<file path="src/rtl/sdac_pkg.sv">
package sdac_pkg;
  parameter int FRAME_BITS = 24;
  parameter int CODE_BITS  = 16;
  parameter int MODE_BITS  = 2;
  parameter int MODE_LSB   = CODE_BITS;

  typedef enum logic [1:0] {
    PD_NORMAL = 2'b00,
    PD_LOW_R  = 2'b01,
    PD_HIGH_R = 2'b10,
    PD_OPEN   = 2'b11
  } pd_mode_e;

  function automatic logic [CODE_BITS-1:0] frame_code(input logic [FRAME_BITS-1:0] w);
    return w[CODE_BITS-1:0];
  endfunction

  function automatic logic [MODE_BITS-1:0] frame_mode(input logic [FRAME_BITS-1:0] w);
    return w[MODE_LSB +: MODE_BITS];
  endfunction

  function automatic logic is_powerdown(input logic [MODE_BITS-1:0] m);
    return m != PD_NORMAL;
  endfunction

  // one-hot {open, high_r, low_r, normal}
  function automatic logic [3:0] term_decode(input logic [MODE_BITS-1:0] m);
    logic [3:0] r;
    r = 4'b0000;
    r[m] = 1'b1;
    return r;
  endfunction
endpackage

</file>
<file path="src/rtl/sdac_sync.sv">
module sdac_sync #(
  parameter int          N       = 3,
  parameter logic [N-1:0] RST_VAL = '0
) (
  input  logic         clk,
  input  logic         rst_n,
  input  logic [N-1:0] d,
  output logic [N-1:0] q
);
  for (genvar g = 0; g < N; g++) begin : g_bit
    logic s1, s2;
    always_ff @(posedge clk or negedge rst_n) begin
      if (!rst_n) begin
        s1 <= RST_VAL[g];
        s2 <= RST_VAL[g];
      end else begin
        s1 <= d[g];
        s2 <= s1;
      end
    end
    assign q[g] = s2;
  end
endmodule

</file>
<file path="src/rtl/sdac_frame_shift.sv">
module sdac_frame_shift #(
  parameter int WORD_W = 24,
  localparam int CNT_W = $clog2(WORD_W)
) (
  input  logic              clk,
  input  logic              rst_n,
  input  logic              sel_s,
  input  logic              sclk_s,
  input  logic              din_s,
  output logic              commit,
  output logic [WORD_W-1:0] word,
  output logic              sclk_fall,
  output logic              sel_fall,
  output logic              sel_rise,
  output logic [CNT_W-1:0]  bit_cnt
);
  localparam logic [CNT_W-1:0] LAST = CNT_W'(WORD_W - 1);

  typedef enum logic [1:0] {FR_IDLE, FR_SHIFT, FR_DONE} fr_state_e;

  fr_state_e         state;
  logic              sel_d, sclk_d;
  logic [WORD_W-1:0] shreg;

  assign sclk_fall = sclk_d & ~sclk_s;
  assign sel_fall  = sel_d & ~sel_s;
  assign sel_rise  = ~sel_d & sel_s;
  assign word      = {shreg[WORD_W-2:0], din_s};
  assign commit    = (state == FR_SHIFT) && !sel_s && sclk_fall && (bit_cnt == LAST);

  always_ff @(posedge clk or negedge rst_n) begin
    if (!rst_n) begin
      sel_d  <= 1'b1;
      sclk_d <= 1'b1;
    end else begin
      sel_d  <= sel_s;
      sclk_d <= sclk_s;
    end
  end

  always_ff @(posedge clk or negedge rst_n) begin
    if (!rst_n) begin
      state   <= FR_IDLE;
      shreg   <= '0;
      bit_cnt <= '0;
    end else if (sel_s) begin
      state   <= FR_IDLE;
      shreg   <= '0;
      bit_cnt <= '0;
    end else begin
      case (state)
        FR_IDLE: if (sel_fall) begin
          state   <= FR_SHIFT;
          shreg   <= '0;
          bit_cnt <= '0;
        end
        FR_SHIFT: if (sclk_fall) begin
          shreg <= word;
          if (bit_cnt == LAST) begin
            state   <= FR_DONE;
            bit_cnt <= '0;
          end else begin
            bit_cnt <= bit_cnt + 1'b1;
          end
        end
        default: ;
      endcase
    end
  end
endmodule

</file>
<file path="src/rtl/sdac_wake_timer.sv">
module sdac_wake_timer #(
  parameter int MODE_W      = 2,
  parameter int WAKE_CYCLES = 125,
  localparam int WCNT_W     = $clog2(WAKE_CYCLES + 1)
) (
  input  logic              clk,
  input  logic              rst_n,
  input  logic              commit,
  input  logic [MODE_W-1:0] new_mode,
  input  logic [MODE_W-1:0] cur_mode,
  output logic              ready
);
  localparam logic [WCNT_W-1:0] WAKE_LOAD = WCNT_W'(WAKE_CYCLES);

  logic [WCNT_W-1:0] cnt;
  logic              wake_start;

  assign wake_start = commit && (new_mode == '0) && (cur_mode != '0);

  always_ff @(posedge clk or negedge rst_n) begin
    if (!rst_n) begin
      cnt   <= '0;
      ready <= 1'b1;
    end else if (commit && new_mode != '0) begin
      cnt   <= '0;
      ready <= 1'b0;
    end else if (wake_start) begin
      cnt   <= WAKE_LOAD;
      ready <= 1'b0;
    end else if (cnt != '0) begin
      cnt <= cnt - 1'b1;
      if (cnt == WCNT_W'(1)) ready <= 1'b1;
    end
  end
endmodule

</file>
<file path="src/rtl/sdac_frame_rx.sv">
module sdac_frame_rx
  import sdac_pkg::*;
#(
  parameter int WORD_W      = FRAME_BITS,
  parameter int CODE_W      = CODE_BITS,
  parameter int MODE_W      = MODE_BITS,
  parameter int WAKE_CYCLES = 125,
  localparam int CNT_W      = $clog2(WORD_W)
) (
  input  logic              clk,
  input  logic              rst_n,
  input  logic              sel_n,
  input  logic              sclk,
  input  logic              sdin,
  output logic [CODE_W-1:0] code_out,
  output logic [MODE_W-1:0] term_mode,
  output logic              amp_on,
  output logic              pull_1k,
  output logic              pull_100k,
  output logic              float_out,
  output logic              out_ready
);
  logic [2:0]        sync_q;
  logic              commit_ev, sclk_fall, sel_fall, sel_rise;
  logic [WORD_W-1:0] word;
  logic [CNT_W-1:0]  bit_cnt;
  logic [MODE_W-1:0] cmd_mode;
  logic [CODE_W-1:0] cmd_code;
  logic [3:0]        term_1h;

  sdac_sync #(.N(3), .RST_VAL(3'b110)) u_sync (
    .clk(clk), .rst_n(rst_n), .d({sel_n, sclk, sdin}), .q(sync_q)
  );

  sdac_frame_shift #(.WORD_W(WORD_W)) u_shift (
    .clk(clk), .rst_n(rst_n),
    .sel_s(sync_q[2]), .sclk_s(sync_q[1]), .din_s(sync_q[0]),
    .commit(commit_ev), .word(word), .sclk_fall(sclk_fall),
    .sel_fall(sel_fall), .sel_rise(sel_rise), .bit_cnt(bit_cnt)
  );

  assign cmd_mode = frame_mode(word);
  assign cmd_code = frame_code(word);

  always_ff @(posedge clk or negedge rst_n) begin
    if (!rst_n) begin
      code_out  <= '0;
      term_mode <= PD_NORMAL;
    end else if (commit_ev) begin
      term_mode <= cmd_mode;
      if (!is_powerdown(cmd_mode)) code_out <= cmd_code;
    end
  end

  sdac_wake_timer #(.MODE_W(MODE_W), .WAKE_CYCLES(WAKE_CYCLES)) u_wake (
    .clk(clk), .rst_n(rst_n), .commit(commit_ev),
    .new_mode(cmd_mode), .cur_mode(term_mode), .ready(out_ready)
  );

  assign term_1h   = term_decode(term_mode);
  assign amp_on    = term_1h[0];
  assign pull_1k   = term_1h[1];
  assign pull_100k = term_1h[2];
  assign float_out = term_1h[3];
endmodule

</file>
<file path="config.mk">
export PLATFORM = sky130hd
export DESIGN_NAME = sdac_frame_rx
export DESIGN_NICKNAME = d
export VERILOG_FILES = /design/src/rtl/sdac_pkg.sv /design/src/rtl/sdac_sync.sv /design/src/rtl/sdac_frame_shift.sv /design/src/rtl/sdac_wake_timer.sv /design/src/rtl/sdac_frame_rx.sv
export SDC_FILE = /design/constraint.sdc
export NUM_CORES = 1
export LEC_CHECK = 0
export BUFFER_PORTS_ARGS = -buffer_cell sky130_fd_sc_hd__buf_2
export CAP_MARGIN = 10
export CELL_PAD_IN_SITES_DETAIL_PLACEMENT = 1
export CELL_PAD_IN_SITES_GLOBAL_PLACEMENT = 2
export CORE_MARGIN = 2
export CORE_UTILIZATION = 30
export DETAILED_ROUTE_END_ITERATION = 8
export GPL_ROUTABILITY_DRIVEN = 1
export GPL_TIMING_DRIVEN = 0
export HOLD_SLACK_MARGIN = 0.03
export PLACE_DENSITY_LB_ADDON = 0.1
export SLEW_MARGIN = 25
export SYNTH_ARGS = -nofsm -noshare
export SYNTH_HDL_FRONTEND = slang
export SYNTH_SLANG_ARGS = --single-unit
</file>
<file path="constraint.sdc">
create_clock -name clk -period 2.2 [get_ports clk]
set_input_delay 0.44 -clock clk [delete_from_list [all_inputs] [get_ports clk]]
set_output_delay 0.44 -clock clk [all_outputs]
set_load 0.1 [all_outputs]
</file>
==> results of run 1 <==
[metrics by stage]
stage	worst slack [ns]	cells	setup TNS (ns)
final	0.00710	330	0
after global routing	-0.0494	330	-0.547
after CTS	-0.0831	332	-1.20
after detailed placement	-0.340	308	-4.43
after global placement	-0.295	308	-3.63
after floorplan	-0.207	179	-2.74
[power groups by stage]
stage	Clock [mW]	Combinational [mW]	Sequential, mW
2_1_floorplan	0	0.0287	1.10
3_3_place_gp	0	0.0610	1.10
3_5_place_dp	0	0.0652	1.11
4_1_cts	0.960	0.0659	1.09
5_1_grt	1.01	0.0734	1.09
6_report	0.925	0.0641	1.09
[sequential cells by signal (all words and copies together) (netlist names)]
signal	count
u_shift.sel_d	1
u_wake.ready	1
u_shift.shreg	17
code_out	16
u_shift.state	2
term_mode	2
u_shift.sclk_d	1
u_sync.g_bit.s1	3
u_sync.g_bit.s2	3
u_shift.bit_cnt	5
u_wake.cnt	7
[cell families (layout without fill, tap and decap cells)]
family	count (synthesis)	count (layout)	synth area share (%)
adder cells (fa/ha/maj)	4	4	2.07
buffers and inverters	15	64	3.42
flip-flops	58	58	60.5
multiplexers	19	19	10.4
AND/OR/NAND/NOR	41	41	10.1
XOR/XNOR	4	4	1.45
AO/OA/AOI/OAI	38	38	12.1
[Yosys cell counts, drive strengths merged (2+ instances only)]
| master | count | area, µm² |
|---|---|---|
| inv | 5 | 18.8 |
| nor3 | 3 | 15.0 |
| nand2 | 7 | 26.3 |
| a221oi | 2 | 17.5 |
| xor2 | 3 | 26.3 |
| a31oi | 2 | 12.5 |
| dfrtp | 51 | 1280 |
| nand2b | 3 | 18.8 |
| buf | 3 | 36.3 |
| a21oi | 9 | 45.0 |
| nand3 | 3 | 15.0 |
| nor2 | 9 | 33.8 |
| mux2 | 18 | 240 |
| nor2b | 2 | 12.5 |
| a22o | 17 | 149 |
| or3b | 2 | 17.5 |
| nand3b | 2 | 15.0 |
| ha | 4 | 50.1 |
| clkbuf | 7 | 27.5 |
| nand4b | 2 | 32.5 |
| dfstp | 7 | 184 |
[layout make-up]
class                   count  share of cell area, %
flip-flops and latches     58                   49.0
multi-input cells         106                   30.3
repair buffers             37                   7.93
clock buffers              14                   6.12
well taps                 102                   4.28
plain buffers               6                   1.47
inverters                   5                  0.629
clock inverters             2                  0.336
[path summary, 6_finish.rpt]
check | start | endpoint | slack, ns | cells after the start
hold reg to reg | u_sync.g_bit[2].s1 | u_sync.g_bit[2].s2 | 0.36 | 0
min in group clk | sel_n | u_sync.g_bit[2].s1 | 0.21 | 1
max in group asynchronous | rst_n | u_shift.shreg[6] | 1.53 | 1
setup reg to reg | u_shift.bit_cnt[0] | code_out[6] | 0.007 | 6
setup / recovery | u_shift.bit_cnt[0] | code_out[6] | 0.007 | 6
hold / removal | rst_n | u_shift.state[1] | 0.18 | 1
[per-layer routing]
layer | track usage, % | up-vias
met2 | 21.1 | 30
met4 | 5.80 | 0
met5 | 0 | -
met1 | 17.1 | 807
met3 | 3.37 | 9
li1 | - | 731
[worst max-delay path: cells and delay by family, from the launching register on]
family / cells / cell delay (ns)
AND/OR/NAND/NOR: 3 / 1.06
flip-flops: 1 / 0.39
multiplexers: 1 / 0.29
adder cells (fa/ha/maj): 1 / 0.17
buffers and inverters: 1 / 0.16
[repair_timing]
item                       4_1_cts  5_1_grt
pin swaps                        3        3
gates cloned                     1        0
gates resized for setup          8        4
setup buffers                    8        1
setup endpoints to repair       26       31
hold endpoints to repair         0        0
==> impl_metrics.yaml, run 1 <==
clock_tree:
  hold_buffers: 0
  cts-root-buf: "clkbuf_8"
  cts_buffers: 9
  cts.clk_slew.worst_paths_ns: 0.06
  cts_buffer_depth: 2
  htreeDepth: 3
  clk_latency_ns: 0.32
  cts_tree: "done"
  cts_sinks: 58
timing:
  tightest_slew_ns: 0.741
  final.min_clock_period_ns: 2.19
  hold_violations: 0
  period_share_pct: 99.7
  setup_viol: 0
  clock_skew_ns: 0.00630
  fmax_mhz: 456
  slew_headroom_pct: 50.6
  drv_slew: 0
  whs_ns: 0.180
  rsz0062_at_grt: "true"
pwr:
  seqPwrFrac_pct: 52.4
  internal-power_mw: 1.63
  swShare_pct: 21.6
  clockPowerShare_pct: 44.5
  leakagePower_nw: 1.51
  powerDensity_nw_per_um2: 697
  finalPower_mw: 2.08
  comb_power_share_pct: 3.1
  max-vdd-ir-drop_v: 0.000353
  power.switching_mw: 0.449
critical_path:
  cp_slowest_stage_delay_ns: 0.50
  path_cells: "ha_4 > nand4b_4 > or4_4 > or3_4 > buf_12 > mux2_4"
  cp_data_arrival_time_ns: 2.40
  slowest_stage: "or4_4"
  startpoint_type: "flop"
  crit_type: "flop to flop"
  cp_max_fo: 5
  worst_setup_path_end_kind: "flop"
  critPathRequiredTime_ns: 2.41
floorplanning:
  initial_utilization_pct: 31.1
  die_y_um: 93.7
  dieArea_um2: 8780
  io_pins: 28
  core-area_um2: 7770
  die_w_um: 93.7
  row_count: 32
synth:
  synth-seq-cells: 58
  synth_cells: 179
  async_reset_ff_share_pct: 100
  synth_flop_cell: "dfrtp_1"
  ys_types: 44
  synth_edf_count: 0
  syn_area_per_cell_um2: 13.5
  yosysSeqAreaShare_pct: 60.5
  netlist_area_um2: 2410
  yosysWarnings: 0
  postSynthNetCount: 188
detailed_routing:
  via_per_inst: 4.78
  dr.first_iter.drc_count: 66
  postRouteAntennaNets: 0
  drc: 0
  routed.top_layer: "met4"
  post_drt_wl_per_cell_um: 15.7
  met2_wirelength_mm: 2.49
  via_count: 1577
  drt_pass1_iterations: 4
  finalWirelength_mm: 5.19
  wl_met3_um: 203
  wl_met1_mm: 2.41
placement:
  gp_congestion: 0.795
  dp_hpwl_mm: 3.47
  portBuffers: 27
  place_area_um2: 2690
final_layout:
  drive_gt1_share_pct: 42.1
  fin_area_um2: 2980
  area_growth_pct: 23.6
  finalNetCount: 232
  seqCellArea_um2: 1460
  postLayoutCoreUtil_pct: 38.4
  layout_common_cells: "dfrtp_1 (51), buf_2 (26), a22o_1 (17), clkbuf_8 (13)"
  num_antenna_cells: 0
  final_common_cell: "dfrtp_1"
  multi_input_area_um2: 903
  fill_cells: 853
outcome:
  status: "finished clean"
global_routing:
  grt_pass1_vias: 1802
  grtUsageTotal_pct: 13.3
  antenna_found_initial: 0
  grt_first_pass_wirelength_mm: 8.95
  grt_max_degree: 59
  overflow: 0
worst_hold_path:
  holdCritPathClass: "input port to async pin"
run:
  drv_cap: 0
No activity file was read; power rests on OpenSTA's default activity.
==> run 2, diff against run 1 <==
--- a/config.mk
+++ b/config.mk
@@ -19,4 +19,5 @@
 export SLEW_MARGIN = 25
 export SYNTH_ARGS = -nofsm -noshare
 export SYNTH_HDL_FRONTEND = slang
+export SYNTH_HIERARCHICAL = 1
 export SYNTH_SLANG_ARGS = --single-unit
==> impl_metrics.yaml, run 2 <==
detailed_routing:
  via_count: 1637
  via_per_inst: 4.83
  post_drt_wl_per_cell_um: 15.8
  drc: 0
  finalWirelength_mm: 5.37
  postRouteAntennaNets: 0
  dr.first_iter.drc_count: 37
  drt_pass1_iterations: 4
synth:
  synth_cells: 187
  postSynthNetCount: 196
  syn_area_per_cell_um2: 13.4
  netlist_area_um2: 2500
  yosysWarnings: 6
pwr:
  power.switching_mw: 0.462
  internal-power_mw: 1.69
  clockPowerShare_pct: 45.9
  leakagePower_nw: 1.45
  seqPwrFrac_pct: 50.5
  max-vdd-ir-drop_v: 0.000278
  swShare_pct: 21.5
  comb_power_share_pct: 3.6
  powerDensity_nw_per_um2: 712
timing:
  period_share_pct: 91.2
  tns_ns: 0
  fmax_mhz: 498
  whs_ns: 0.180
  setup_viol: 0
  final.min_clock_period_ns: 2.01
  drv_slew: 0
  rsz0062_at_grt: "false"
  tightest_slew_ns: 0.742
  clock_skew_ns: 0.00799
  hold_violations: 0
  slew_headroom_pct: 50.5
floorplanning:
  io_pins: 28
  dieArea_um2: 9080
  row_count: 33
  initial_utilization_pct: 30.7
  die_y_um: 95.3
  die_w_um: 95.3
  core-area_um2: 8130
placement:
  portBuffers: 27
  gp_congestion: 0.753
  place_area_um2: 2780
  dp_hpwl_mm: 3.64
clock_tree:
  hold_buffers: 0
  cts.clk_slew.worst_paths_ns: 0.06
  cts_buffers: 9
  cts_tree: "done"
  cts_buffer_depth: 2
  htreeDepth: 3
  cts-root-buf: "clkbuf_8"
  clk_latency_ns: 0.33
  cts_sinks: 58
critical_path:
  cp_top_family: "simple AND/OR/NAND/NOR gates"
  cp_data_arrival_time_ns: 2.21
  cp_max_fo: 10
  critPathRequiredTime_ns: 2.41
  crit_type: "flop to flop"
  cp_slowest_stage_delay_ns: 0.39
  path_cells: "ha_1 > nand4b_1 > nor3_4 > nor3b_4 > buf_8 > mux2_2"
  startpoint_type: "flop"
  slowest_stage: "dfrtp_1"
  worst_setup_path_end_kind: "flop"
  critPathBufInv: 1
outcome:
  status: "finished clean"
final_layout:
  fill_cells: 865
  largest_register: "u_shift/shreg"
  top_regs: "u_shift/shreg x17, code_out x16, u_wake/cnt x7"
  layout_common_cells: "dfrtp_1 (51), buf_2 (28), mux2_2 (18), a22o_1 (18), buf_4 (12)"
  drive_gt1_share_pct: 40.6
  num_antenna_cells: 0
  area_growth_pct: 20.9
  largest_reg_flops: 17
  fin_area_um2: 3020
  finalNetCount: 238
  final_common_cell: "dfrtp_1"
global_routing:
  grt_max_degree: 59
  antenna_found_initial: 0
  grt_pass1_vias: 1772
  overflow: 0
  grtUsageTotal_pct: 13.5
  grt_first_pass_wirelength_mm: 9.18
worst_hold_path:
  holdCritPathClass: "input port to async pin"
run:
  drv_cap: 0
[run 2: layout make-up]
class	count	area, µm²	share of cell area [%]
plain buffers	11	92.6	3.06
repair buffers	32	175	5.79
flip-flops and latches	58	1460	48.3
clock inverters	3	40.0	1.32
inverters	7	26.3	0.869
clock buffers	13	159	5.26
multi-input cells	110	938	31.0
well taps	105	131	4.35
[run 2: final timing paths]
kind                       depth (start not counted)          startpoint                 end  slack, ns
setup / recovery                                   6  u_shift/bit_cnt[0]         code_out[2]       0.19
hold / removal                                     1               rst_n  u_shift/bit_cnt[4]       0.18
setup reg to reg                                   6  u_shift/bit_cnt[0]         code_out[2]       0.19
hold reg to reg                                    0  u_sync/g_bit[0].s1  u_sync/g_bit[0].s2       0.35
max in group asynchronous                          1               rst_n   u_shift/shreg[11]       1.53
min in group clk                                   1               sel_n  u_sync/g_bit[2].s1       0.22
[run 2: layer usage]
layer,global-route usage (%),wire [µm],up-vias
met2,20.2,2570,26
met3,2.69,157,6
li1,-,-,765
met1,18.2,2570,840
met4,7.49,75,0
met5,0,0,-
[run 2: power by group through the flow]
stage,registers (mW),logic [mW],clock network (mW)
3_3_place_gp,1.11,0.0762,0
5_1_grt,1.09,0.0883,1.08
6_report,1.09,0.0772,0.987
3_5_place_dp,1.11,0.0810,0
4_1_cts,1.09,0.0814,1.03
2_1_floorplan,1.11,0.0426,0
[run 2: worst reg2reg max path, stage by stage (launching register included)]
cell and delay [ns]:
dfrtp_1 0.39, ha_1 0.23, nand4b_1 0.20, nor3_4 0.24, nor3b_4 0.31, buf_8 0.18
mux2_2 0.34
[run 2: what timing repair did]
action                     in CTS  in global routing
setup endpoints to repair      20                 18
gates cloned                    0                  0
setup buffers                   4                  1
pin swaps                       1                  1
resized for setup               1                  0
[run 2: metrics by stage]
stage / util (%) / std cells / setup slack [ns] / total power [mW]
6_report: 37.2 / 339 / 0.193 / 2.15
5_1_grt: 37.2 / 339 / 0.0648 / 2.26
2_1_floorplan: - / 187 / -0.232 / 1.15
3_3_place_gp: 34.2 / 319 / -0.351 / 1.18
4_1_cts: 37.1 / 339 / 0.0230 / 2.20
3_5_place_dp: 34.2 / 319 / -0.401 / 1.19
